### src/rtl/vbus_pkg.sv
package vbus_pkg;
  typedef enum logic [1:0] {
    PH_IDLE = 2'd0,
    PH_ADDR = 2'd1,
    PH_DATA = 2'd2
  } vbus_phase_e;

  function automatic logic is_busy(input vbus_phase_e ph);
    return ph != PH_IDLE;
  endfunction
endpackage

### src/rtl/vbus_fsm.sv
module vbus_fsm
  import vbus_pkg::*;
#(
  parameter int ADDR_W  = 14,
  parameter int DATA_W  = 8,
  parameter int LO_W    = 8,
  parameter int PAL_TAG = 'h3F
) (
  input  logic              clk,
  input  logic              rst_n,
  input  logic              req_i,
  input  logic              we_i,
  input  logic [ADDR_W-1:0] addr_i,
  input  logic [DATA_W-1:0] wdata_i,
  input  logic [DATA_W-1:0] bus_in_i,
  output vbus_phase_e       phase_o,
  output logic              accept_o,
  output logic [ADDR_W-1:0] addr_q_o,
  output logic              we_q_o,
  output logic              pal_q_o,
  output logic [DATA_W-1:0] wdata_q_o,
  output logic              done_o,
  output logic [DATA_W-1:0] rdata_o
);
  localparam int HI_W = ADDR_W - LO_W;

  function automatic logic hits_palette(input logic [ADDR_W-1:0] a);
    return a[ADDR_W-1:LO_W] == HI_W'(PAL_TAG);
  endfunction

  vbus_phase_e phase_q;

  assign accept_o = req_i && (phase_q == PH_IDLE);
  assign phase_o  = phase_q;

  always_ff @(posedge clk) begin
    if (!rst_n) begin
      phase_q   <= PH_IDLE;
      addr_q_o  <= '0;
      we_q_o    <= 1'b0;
      pal_q_o   <= 1'b0;
      wdata_q_o <= '0;
      done_o    <= 1'b0;
      rdata_o   <= '0;
    end else begin
      done_o <= 1'b0;
      unique case (phase_q)
        PH_IDLE: if (accept_o) begin
          phase_q   <= PH_ADDR;
          addr_q_o  <= addr_i;
          we_q_o    <= we_i;
          pal_q_o   <= we_i && hits_palette(addr_i);
          wdata_q_o <= wdata_i;
        end
        PH_ADDR: phase_q <= PH_DATA;
        PH_DATA: begin
          phase_q <= PH_IDLE;
          done_o  <= 1'b1;
          if (!we_q_o) rdata_o <= bus_in_i;
        end
        default: phase_q <= PH_IDLE;
      endcase
    end
  end

  AST_DONE_ONE_CYCLE: assert property (@(posedge clk) disable iff (!rst_n)
    done_o |=> !done_o);
  AST_DONE_AFTER_DATA: assert property (@(posedge clk) disable iff (!rst_n)
    (phase_q == PH_DATA) |=> done_o);
endmodule

### src/rtl/vbus_pindrv.sv
module vbus_pindrv
  import vbus_pkg::*;
#(
  parameter int ADDR_W = 14,
  parameter int DATA_W = 8,
  parameter int LO_W   = 8
) (
  input  logic                 clk,
  input  logic                 rst_n,
  input  vbus_phase_e          phase_i,
  input  logic [ADDR_W-1:0]    addr_q_i,
  input  logic                 we_q_i,
  input  logic                 pal_q_i,
  input  logic [DATA_W-1:0]    wdata_q_i,
  output logic                 ale_o,
  output logic [DATA_W-1:0]    ad_out_o,
  output logic                 ad_oe_o,
  output logic [ADDR_W-LO_W-1:0] addr_hi_o,
  output logic                 rd_n_o,
  output logic                 wr_n_o,
  output logic                 pal_we_o,
  output logic [LO_W-1:0]      pal_addr_o,
  output logic [DATA_W-1:0]    pal_wdata_o
);
  logic in_addr, in_data, ext_wr;

  assign in_addr = (phase_i == PH_ADDR);
  assign in_data = (phase_i == PH_DATA);
  assign ext_wr  = in_data && we_q_i && !pal_q_i;

  assign ale_o       = in_addr;
  assign rd_n_o      = !(in_data && !we_q_i);
  assign wr_n_o      = !ext_wr;
  assign ad_oe_o     = in_addr || ext_wr;
  assign ad_out_o    = in_addr ? DATA_W'(addr_q_i[LO_W-1:0]) : wdata_q_i;
  assign addr_hi_o   = addr_q_i[ADDR_W-1:LO_W];
  assign pal_we_o    = in_data && pal_q_i;
  assign pal_addr_o  = addr_q_i[LO_W-1:0];
  assign pal_wdata_o = wdata_q_i;

  AST_ALE_SINGLE: assert property (@(posedge clk) disable iff (!rst_n)
    ale_o |=> !ale_o);
  AST_STROBE_EXCL: assert property (@(posedge clk) disable iff (!rst_n)
    !(!rd_n_o && !wr_n_o));
  AST_ALE_NO_STROBE: assert property (@(posedge clk) disable iff (!rst_n)
    ale_o |-> (rd_n_o && wr_n_o));
  AST_PAL_NO_WR: assert property (@(posedge clk) disable iff (!rst_n)
    pal_we_o |-> (wr_n_o && !ad_oe_o));
endmodule

### src/rtl/vbus_ctrl.sv
module vbus_ctrl
  import vbus_pkg::*;
#(
  parameter int ADDR_W  = 14,
  parameter int DATA_W  = 8,
  parameter int LO_W    = 8,
  parameter int PAL_TAG = 'h3F
) (
  input  logic                   clk,
  input  logic                   rst_n,
  input  logic                   req,
  input  logic                   req_we,
  input  logic [ADDR_W-1:0]      req_addr,
  input  logic [DATA_W-1:0]      req_wdata,
  output logic                   idle,
  output logic                   done,
  output logic [DATA_W-1:0]      rdata,
  output logic                   ale,
  output logic [DATA_W-1:0]      ad_out,
  output logic                   ad_oe,
  input  logic [DATA_W-1:0]      ad_in,
  output logic [ADDR_W-LO_W-1:0] addr_hi,
  output logic                   rd_n,
  output logic                   wr_n,
  output logic                   pal_we,
  output logic [LO_W-1:0]        pal_addr,
  output logic [DATA_W-1:0]      pal_wdata
);
  vbus_phase_e       phase;
  logic              accept, we_q, pal_q;
  logic [ADDR_W-1:0] addr_q;
  logic [DATA_W-1:0] wdata_q;

  assign idle = !is_busy(phase);

  vbus_fsm #(.ADDR_W(ADDR_W), .DATA_W(DATA_W), .LO_W(LO_W), .PAL_TAG(PAL_TAG)) fsm_i (
    .clk(clk), .rst_n(rst_n), .req_i(req), .we_i(req_we), .addr_i(req_addr),
    .wdata_i(req_wdata), .bus_in_i(ad_in), .phase_o(phase), .accept_o(accept),
    .addr_q_o(addr_q), .we_q_o(we_q), .pal_q_o(pal_q), .wdata_q_o(wdata_q),
    .done_o(done), .rdata_o(rdata)
  );

  vbus_pindrv #(.ADDR_W(ADDR_W), .DATA_W(DATA_W), .LO_W(LO_W)) pins_i (
    .clk(clk), .rst_n(rst_n), .phase_i(phase), .addr_q_i(addr_q), .we_q_i(we_q),
    .pal_q_i(pal_q), .wdata_q_i(wdata_q), .ale_o(ale), .ad_out_o(ad_out),
    .ad_oe_o(ad_oe), .addr_hi_o(addr_hi), .rd_n_o(rd_n), .wr_n_o(wr_n),
    .pal_we_o(pal_we), .pal_addr_o(pal_addr), .pal_wdata_o(pal_wdata)
  );

  AST_ACCEPT_TO_ALE: assert property (@(posedge clk) disable iff (!rst_n)
    (req && idle) |=> ale);
  AST_BUSY_NO_ALE: assert property (@(posedge clk) disable iff (!rst_n)
    !idle |=> !ale || $past(ale) == 1'b0);
  AST_OE_WINDOW: assert property (@(posedge clk) disable iff (!rst_n)
    ad_oe |-> (ale || !wr_n));
  AST_PALWE_WRITE_ONLY: assert property (@(posedge clk) disable iff (!rst_n)
    pal_we |-> rd_n);
  AST_DONE_IDLE: assert property (@(posedge clk) disable iff (!rst_n)
    done |-> idle);
endmodule

### config.mk
export PLATFORM = sky130hd
export DESIGN_NAME = vbus_ctrl
export DESIGN_NICKNAME = d
export VERILOG_FILES = /design/src/rtl/vbus_pkg.sv /design/src/rtl/vbus_fsm.sv /design/src/rtl/vbus_pindrv.sv /design/src/rtl/vbus_ctrl.sv
export SDC_FILE = /design/constraint.sdc
export NUM_CORES = 1
export LEC_CHECK = 0
export BUFFER_PORTS_ARGS = -buffer_cell sky130_fd_sc_hd__buf_2
export CORE_MARGIN = 2
export CORE_UTILIZATION = 40
export CTS_CLUSTER_DIAMETER = 150
export DETAILED_ROUTE_END_ITERATION = 10
export GPL_TIMING_DRIVEN = 1
export HOLD_SLACK_MARGIN = 0.1
export PLACE_DENSITY = 0.73
export SLEW_MARGIN = 20
export SYNTH_ARGS = -nofsm -noshare
export SYNTH_HDL_FRONTEND = slang
export SYNTH_SLANG_ARGS = --single-unit
export TNS_END_PERCENT = 20
### constraint.sdc
create_clock -name clk -period 3.68 [get_ports clk]
set_input_delay 0.368 -clock clk [delete_from_list [all_inputs] [get_ports clk]]
set_output_delay 0.368 -clock clk [all_outputs]
set_load 0.05 [all_outputs]
======== Yosys cells after proc, flatten, opt, wreduce, memory -nomap -nowiden ========
Cells that the tools add are included.
Widths: inputs -> output; s select.
storage, ports and cells
  bits of input ports ..................... 34
  word-level logic and storage cells ...... 32
  register bits after elaboration ......... 35
  output and inout bits ................... 45
cells by class
  equality and inequality tests ........... 4
  multiplexer cells ....................... 4
  bitwise operators ....................... 1
  reduce and logical (&&, ||, !) cells .... 16
operators by type and width
  kind                number
  $mux 8              1
  $eq 6x6->1 const B  1
  $logic_and 1x1->1   6
  $logic_not 1->1     5
  $pmux 2 s2          1
  $reduce_and 2->1    2
  $eq 2x1->1 const B  1
  $eq 2x2->1 const B  1
  $logic_not 2->1     1
  $mux 2              1
  $ne 2x2->1 const B  1
  $reduce_bool 2->1   1
  $logic_or 1x1->1    1
  $mux 1              1
  $not 1->1           1

======== Logic depth before layout (Yosys ltp) ========
Gate-level depths: netlist of the first run.
  depth in word-level cells ............... 4
  depth in mapped cells ................... 5
  gate-level depth less buffers ........... 3

======== Cells and area by module ========
A second synthesis of the first run with hierarchy kept.
unflattened totals
  cell total of the unflattened synthesis .. 177
  area, all modules ....................... 1744.2 sq um
modules (own cells, without submodules)
  module       cells each  area each (sq um)  instances
  vbus_fsm     140         1395.1             1
  vbus_pindrv  36          345.3              1
  vbus_ctrl    1           3.8                1

======== Least setup slack after synthesis of the first run ========
No wires, ideal clock.
  path type ............................... reg-to-output
  from .................................... reg fsm_i.phase_q[1] (netlist: fsm_i.phase_o[1])
  to ...................................... out ad_oe
  path buffers ............................ 0
  setup slack ............................. 1.747 ns
  cell stages (with the launch flop) ...... 4
  required time ........................... 3.312 ns
  arrival time ............................ 1.565 ns
  cells stage by stage .................... dfxtp_1 nor2b_1 nand3b_1 nand2b_1
between the ends
  cells in the longest elaborated chain, start to end .. 4
  elaborated cells on any way between the ends .. 5
  classes of those cells .................. 2 x eq/ne; 3 x reduce/logical
ends and longest elaborated chain
  element                         RTL line           RTL
  start: declaration              vbus_fsm.sv:31     vbus_phase_e phase_q;
  start signal: assignment        vbus_fsm.sv:38     phase_q <= PH_IDLE;
  start signal: assignment        vbus_fsm.sv:49     phase_q <= PH_ADDR;
  start signal: assignment        vbus_fsm.sv:55     PH_ADDR: phase_q <= PH_DATA;
  $eq 2x2->1                      vbus_pindrv.sv:28  assign in_data = (phase_i == PH_DATA);
  $logic_and 1x1->1 (2 in a row)  vbus_pindrv.sv:29  assign ext_wr = in_data && we_q_i && !pal_q_i;
  $logic_or 1x1->1 (*)            vbus_pindrv.sv:34  assign ad_oe_o = in_addr || ext_wr;
  end: declaration                vbus_ctrl.sv:20    output logic ad_oe,
Mark *: on every way between the ends. The rest lies on a longest branch, timed or not.

======== Worst setup path in the final report of the first run ========
  from .................................... reg fsm_i.phase_q[0] (netlist: fsm_i.phase_o[0])
  to ...................................... out ad_out[0]
between the ends
  cells in the longest elaborated chain, start to end .. 2
ends and longest elaborated chain
  element           RTL line           RTL
  $eq 2x1->1        vbus_pindrv.sv:27  assign in_addr = (phase_i == PH_ADDR);
  $mux 8            vbus_pindrv.sv:35  assign ad_out_o = in_addr ? DATA_W'(addr_q_i[LO_W-1:0]) : wdata_q_i;
  end: declaration  vbus_ctrl.sv:19    output logic [DATA_W-1:0] ad_out,
No other way between the ends.

==> results list, run 1 <==
* Kind of path behind the tightest hold check: in -> reg
- The detailed router used layers up to and including met4.
- WP data arrival: around 2.2 ns
* Total length of routed wires: 3260 um
- Sum of met3 wire segment lengths after detailed routing: 294 um
- STA puts the critical path data required time at around 3.3 ns.
- Startpoint Class: flip-flop
- Number of maximum-capacitance violations: 0
- The largest single stage delay on the critical path is roughly 0.80 ns.
- CTS Hold Bufs: 0
* Routed wire length per instance: 11.7 um
- Cell Rows: 21
- The flow ran to the end, and the final reports show no timing, DRC or antenna violations.
- Routed via count divided by cell count: 4.68
- Area of the mapped netlist: roughly 0.0014 mm^2
- Minimum clock period: 2.57 ns
* Met2 wire length: 1480 um
- Clock Path Buffers: 2
- Endpoint class of the critical path: output pin
- The via count of the first global-routing pass is ~1,200.
* Crit path max-delay cell type: sky130_fd_sc_hd__nor2b_1
- In this run, the number of DRC markers left after iteration 0 of detailed routing was 39.
* Syn avg cell area: just over 9 um^2
- The critical path goes through nor2b_1 > mux2_2 > buf_2.
- The number of hold violations in the final report came to 0.
- Slew at the pin with the worst max-slew slack: between 0.9 and 1 ns
- Overflow after GRT: 0
* Number of buffer and inverter stages on the critical path: 1
* Worst-path maximum fanout: 11
- The repair_antennas step left the layout with diodes totalling 0.
* Clock Pin Slew Worst Setup and Hold Paths: ~0.1 ns
- Setup violations remaining at the end of the flow were counted as 0.
* Routability congestion estimate: approximately 0.73
- Worst Path Class, Setup: reg -> out
- Total via count in the routed design: about 1,300
- Grouping stages by cell kind, the critical path spends the most delay in simple AND/OR/NAND/NOR gates.
- In the global route stage, overall resource usage came out at 16.7%.
* Synthesis-stage register bit count: 35
- Of the total synthesized cell area, the portion taken by AND, OR, NAND and NOR gates is roughly 22%.
* Unique cell type count in the Yosys netlist: 23
* Initial antenna violation count: 0
* CTS tree: done
* Clock Skews: roughly 0.0040 ns
- HPWL Detailed: 2370 um
- The core region is ~0.0034 mm^2.
* Worst-Skew Late Latency: between 0.3 and 0.4 ns
* Number of cells in the finished layout apart from fillers: 279
- Combinational family with the most area after synthesis: simple AND/OR/NAND/NOR gates
- Setup repair after global routing missed its margin: no
* Pin count of the biggest net entering global routing: 36
- Nets: between 200 and 300
- Width of the die: 64.2 um
* Post-cts sizing count: 0
- The number of nets in the synthesized netlist is 190.
* Instance count after placement with tap cells included: 271
- Synthesized-area fraction occupied by ao, oa, aoi and oai cells: around 13%
* Initial Util: 42.4%
- Static timing analysis puts the maximum clock frequency at a little under 400 MHz.
- The final count of pins violating max slew came to 0.
- Summing the areas of all fa, ha and maj instances in the mapped netlist gives 0% of the synthesized area.
- The area growth from synthesis to layout is 30.7%.
- In the routed design, unresolved DRC markers number 0.
- Fraction of the yosys area taken by sequential cells: between 40% and 50%
- The clock drives 35 sinks.
* DRT met1 WL: 1450 um
- Port buffering added 78 buffers.
* Headroom to the max-slew limit: 35.1%
- In this run the static leakage power is a little over 0.9 nW.
* VDD IR-drop max: approximately 0.27 mV
* Ys Warns: 0
- The first global-routing pass estimated 5260 um of wire.
- The post-route netlist has 40.3% of its cells at a drive strength greater than 1.
* Count of H-tree levels built during CTS: 2
- Dividing the final minimum period by the clock period gives a little over two thirds.
- Of the post-synthesis cell area, the part taken by muxes is a little under an eighth.
- TritonCTS created 5 clock buffers.
- The first TritonRoute pass finished after 5 iterations.
- Pwr Density: ~430 mW/mm^2
* Die Area: around 0.004 mm^2
- Clk Tree Root Cell: sky130_fd_sc_hd__clkbuf_4
- In the final timing run, aggregate negative setup slack is 0 ns.
* Remaining number of nets flagged by the antenna check after routing: 0
- After Yosys synthesis, XOR and XNOR cells account for 0% of the synthesized area.
- Vertical die dimension: around 64 um
- Cells after synthesis: roughly 160
- Buffers added to address setup during post-CTS repair amount to 0.
* Number of top-level pins: between 70 and 80
## routing by layer
metal	up-vias	global-route usage, %
li1	663	-
met1	583	19.6
met2	56	27.1
met3	5	5.99
met4	0	7.98
met5	-	0
## kinds of logic (layout without fill, tap and decap cells)
group | count (synthesis) | count (layout)
and+or+nand+nor | 70 | 70
DFF | 35 | 35
AOI/OAI and AO/OA | 24 | 24
muxes | 16 | 16
buffers and inverters | 11 | 88
## sequential cells by signal, indices dropped and copies added (netlist names)
signal	count
fsm_i.pal_q_o	1
fsm_i.rdata_o	8
fsm_i.wdata_q_o	8
fsm_i.done_o	1
fsm_i.we_q_o	1
fsm_i.addr_q_o	14
fsm_i.phase_o	2
## worst register-to-register path, cell delays in order (launching register included)
cell	delay (ns)
sky130_fd_sc_hd__dfxtp_1	0.38
sky130_fd_sc_hd__nor3b_2	0.58
sky130_fd_sc_hd__buf_4	0.33
sky130_fd_sc_hd__and2_1	0.16
sky130_fd_sc_hd__o2bb2ai_1	0.10
## path summary, 6_finish.rpt
check | from | endpoint | slack (ns) | cells past startpoint
setup / recovery | fsm_i.phase_o[0] | ad_out[0] | 1.11 | 3
hold / removal | req_wdata[0] | fsm_i.wdata_q_o[0] | 0.27 | 3
setup reg to reg | fsm_i.phase_o[0] | fsm_i.pal_q_o | 2.08 | 4
hold reg to reg | fsm_i.addr_q_o[13] | fsm_i.addr_q_o[13] | 0.46 | 2
## stage by stage
step	cell area, um^2	utilization (%)	power (mW)	hold WS [ns]	setup WS [ns]
finish	1890	55.4	0.807	0.267	1.11
detailed placement	1840	53.9	0.623	0.450	1.42
global placement	1840	53.9	0.621	0.439	1.49
floorplan	1450	-	0.572	0.443	1.75
global route	1890	55.4	0.850	0.248	0.919
CTS	1890	55.4	0.815	0.252	1.04
## report_power, final
part | total [mW] | switching [mW] | leakage, nW | internal [mW]
combinational | 0.201 | 0.143 | 0.592 | 0.0577
sequential | 0.411 | 0.0132 | 0.286 | 0.398
clock | 0.194 | 0.120 | 0.0293 | 0.0745
total | 0.807 | 0.276 | 0.908 | 0.530
## cell usage in the layout, fill, tap and decap left out, drive strengths merged
cell     Yosys  final
nor2         2      2
buf          7     79
nand2       47     47
nor2b       10     10
clkinv       0      1
o2bb2ai      1      1
inv          1      1
nand2b       1      1
or3b         1      1
nand3        1      1
mux2i        8      8
and2         4      4
nand3b       1      1
dfxtp       35     35
nor3b        2      2
mux2         8      8
a21boi      23     23
nand4        1      1
clkbuf       3      7
## cell usage after synthesis, drive strengths merged
cell type / instances / share of area, %
nand2: 47 / 12
dfxtp: 35 / 48
a21boi: 23 / 12
nor2b: 10 / 4.3
mux2: 8 / 6.2
mux2i: 8 / 5.5
buf: 7 / 3.8
and2: 4 / 1.7
clkbuf: 3 / 0.78
nor2: 2 / 0.52
nor3b: 2 / 1.4
inv: 1 / 0.26
nand2b: 1 / 0.43
nand3: 1 / 0.35
nand3b: 1 / 0.52
nand4: 1 / 0.43
o2bb2ai: 1 / 0.61
or3b: 1 / 0.61
## layout make-up
type | instances | area, um^2
fillers | 335 | 1520
inverters | 1 | 3.75
clock buffers | 7 | 45.0
flip-flops and latches | 35 | 701
multi-input cells | 110 | 682
repair buffers | 79 | 398
well taps | 46 | 57.6
clock inverters | 1 | 5.00
No activity file was read; power rests on OpenSTA's default activity.
==> inputs of run 2 (changes only) <==
==> constraint.sdc (replaced) <==
create_clock -name clk -period 2.5 [get_ports clk]
set_input_delay 0.25 -clock clk [delete_from_list [all_inputs] [get_ports clk]]
set_output_delay 0.25 -clock clk [all_outputs]
set_load 0.05 [all_outputs]
==> results list, run 2 (synthesis results as in run 1) <==
- The flow ran to the end, and the final reports show no timing, DRC or antenna violations.
* Startpoint Class: flip-flop
- Leading cell type in the layout, fill and taps excluded: sky130_fd_sc_hd__buf_2
* Total via count in the routed design: approximately 1,300
- The floorplan has 21 rows.
- Residual DRC count: 0
- Total GRT Usage: between 10% and 20%
- Reg-to-reg slack, setup: roughly 0.95 ns
* Nets: between 200 and 300
- Multi-input gate area in the final layout: about 700 um^2
- Final setup slack of the worst path: roughly 0.44 ns
* Number of clock sinks: 35
* Minimum clock period: about 2 ns
* Worst-path maximum fanout: 9
- After layout, the worst path uses 82.3% of the clock period.
- Number of pins exceeding their max-slew limit in the final report: 0
* HPWL Detailed: around 2300 um
- Area growth syn-to-layout: 31.1%
- CTS Hold Bufs: 0
- At the pin with the least slew margin, the transition time is between 0.7 and 0.8 ns.
- Final-layout setup total negative slack: 0 ns
- Count of H-tree levels built during CTS: 2
- Once the floorplan was initialized, standard cells occupied 42.4% of the core.
- The initial antenna violation count came to 0.
- Die Area: ~0.0041 mm^2
- Clock-pin slew was measured on the worst setup and hold paths at around 0.09 ns.
* Endpoint class of the critical path: output pin
* Pin count of the biggest net entering global routing: 36
- Share of layout cells above drive strength 1: between 40% and 50%
- Clk Tree Root Cell: sky130_fd_sc_hd__clkbuf_4
- Overflow after GRT: 0
* Routed wire length per instance: approximately 11 um
- Drt initial violations: 35
* Final hold violation count: 0
* Required arrival time at the worst endpoint: between 2 and 2.5 ns
* Total length of routed wires: approximately 3200 um
* Number of cells in the finished layout apart from fillers: between 200 and 300
- Width of the die: 64.2 um
- Number of port buffers: 78
- The largest registers in the layout are fsm_i.addr_q_o: 14 flops, fsm_i.rdata_o: 8 flops, fsm_i.wdata_q_o: 8 flops.
- Leading cell types in the layout, fill and taps excluded: sky130_fd_sc_hd__buf_2 (78), sky130_fd_sc_hd__nand2_1 (47), sky130_fd_sc_hd__dfxtp_1 (35)
- For the worst setup path, the data arrival time is between 1.5 and 2 ns.
- 79 I/O pins were placed.
- The first global-routing pass estimated between 5000 and 6000 um of wire.
- Static leakage: between 0.9 and 1 nW
- The path class of the tightest hold or removal check is in -> reg.
- Counting flops per register, the top entry is fsm_i.addr_q_o.
* Pwr Density: slightly above 600 mW/mm^2
- Once detail routing completed, the nets flagged for antenna violations numbered 0.
- Timing would allow up to between 400 and 500 MHz.
- Post-cts sizing count: 0
- The worst setup path is of the reg -> out kind.
* Diodes inserted: 0
* Pre-CTS setup slack: between 0.8 and 0.9 ns
* Number of maximum-capacitance violations: 0
- The number of clock buffers added by TritonCTS is 5.
- In this run the vertical extent of the chip is ~64 um.
* VDD IR-drop max: 0.391 mV
- Vias in the first global route: 1,157
- Setup repair after global routing left no endpoint under its margin.
- Setup violations remaining at the end of the flow were counted as 0.
* Clock Path Buffers: 2
- Seq. cell area: between 700 and 800 um^2
- At the end of routability-driven placement, the weighted congestion stood at about 0.69.
- Routed via count divided by cell count: about 4.7
- Instance count after placement with tap cells included: 273
- Setup bufs post-CTS: 0
- Number of flip-flops under the largest register name: 14
- Clock Skews: between 0.004 and 0.005 ns
- Headroom to the max-slew limit: 50.0%
- CTS tree: done
- The layout has roughly 350 filler cells.
* Area of the placeable core: 0.00342 mm^2
- Worst-Skew Late Latency: roughly 0.32 ns
* Number of detailed-route iterations in the first pass: 4
## run 2: cell count changes in the layout (fill, tap and decap cells not counted)
cell,delta
sky130_fd_sc_hd__buf_4,+2
sky130_fd_sc_hd__clkbuf_1,-1
sky130_fd_sc_hd__clkinv_2,-1
## run 2: path summary, 6_finish.rpt
path                                    startpoint                 end  depth (start not counted)
worst max-delay path              fsm_i.phase_o[0]           ad_out[1]                          4
worst min-delay path                  req_wdata[7]  fsm_i.wdata_q_o[7]                          3
worst max register to register    fsm_i.phase_o[0]       fsm_i.pal_q_o                          4
worst min register to register  fsm_i.addr_q_o[13]  fsm_i.addr_q_o[13]                          2
## run 2: routing by layer
metal | GRT usage [%] | wire (um) | vias up
met5 | 0 | 0 | -
met4 | 7.18 | 42 | 0
met3 | 6.69 | 320 | 5
met2 | 25.4 | 1400 | 55
met1 | 18.8 | 1410 | 587
li1 | - | - | 665
## run 2: area by class of cell
type / instances / area share, %
inverters: 1 / 0.198
clock buffers: 6 / 2.18
flip-flops and latches: 35 / 36.9
repair buffers: 81 / 21.8
multi-input cells: 110 / 35.9
well taps: 46 / 3.03
## run 2: report_power, final
part / switching (mW) / internal (mW)
combinational: 0.211 / 0.0867
sequential: 0.0192 / 0.586
clock: 0.161 / 0.0999
total: 0.391 / 0.772
## run 2: worst max-delay path, cell delays in order (launching register included)
cell,delay [ns]
sky130_fd_sc_hd__dfxtp_1,0.43
sky130_fd_sc_hd__nor2b_1,0.26
sky130_fd_sc_hd__buf_4,0.23
sky130_fd_sc_hd__mux2_2,0.35
sky130_fd_sc_hd__buf_2,0.21
## run 2: through the flow
step | utilization [%] | power, mW | hold WS (ns) | cell area (um^2)
final | 55.6 | 1.16 | 0.149 | 1900
after floorplan | - | 0.843 | 0.385 | 1450
after global routing | 55.6 | 1.23 | 0.144 | 1900
after global placement | 54.4 | 0.916 | 0.438 | 1860
after CTS | 55.6 | 1.19 | 0.133 | 1900
after detailed placement | 54.4 | 0.919 | 0.442 | 1860
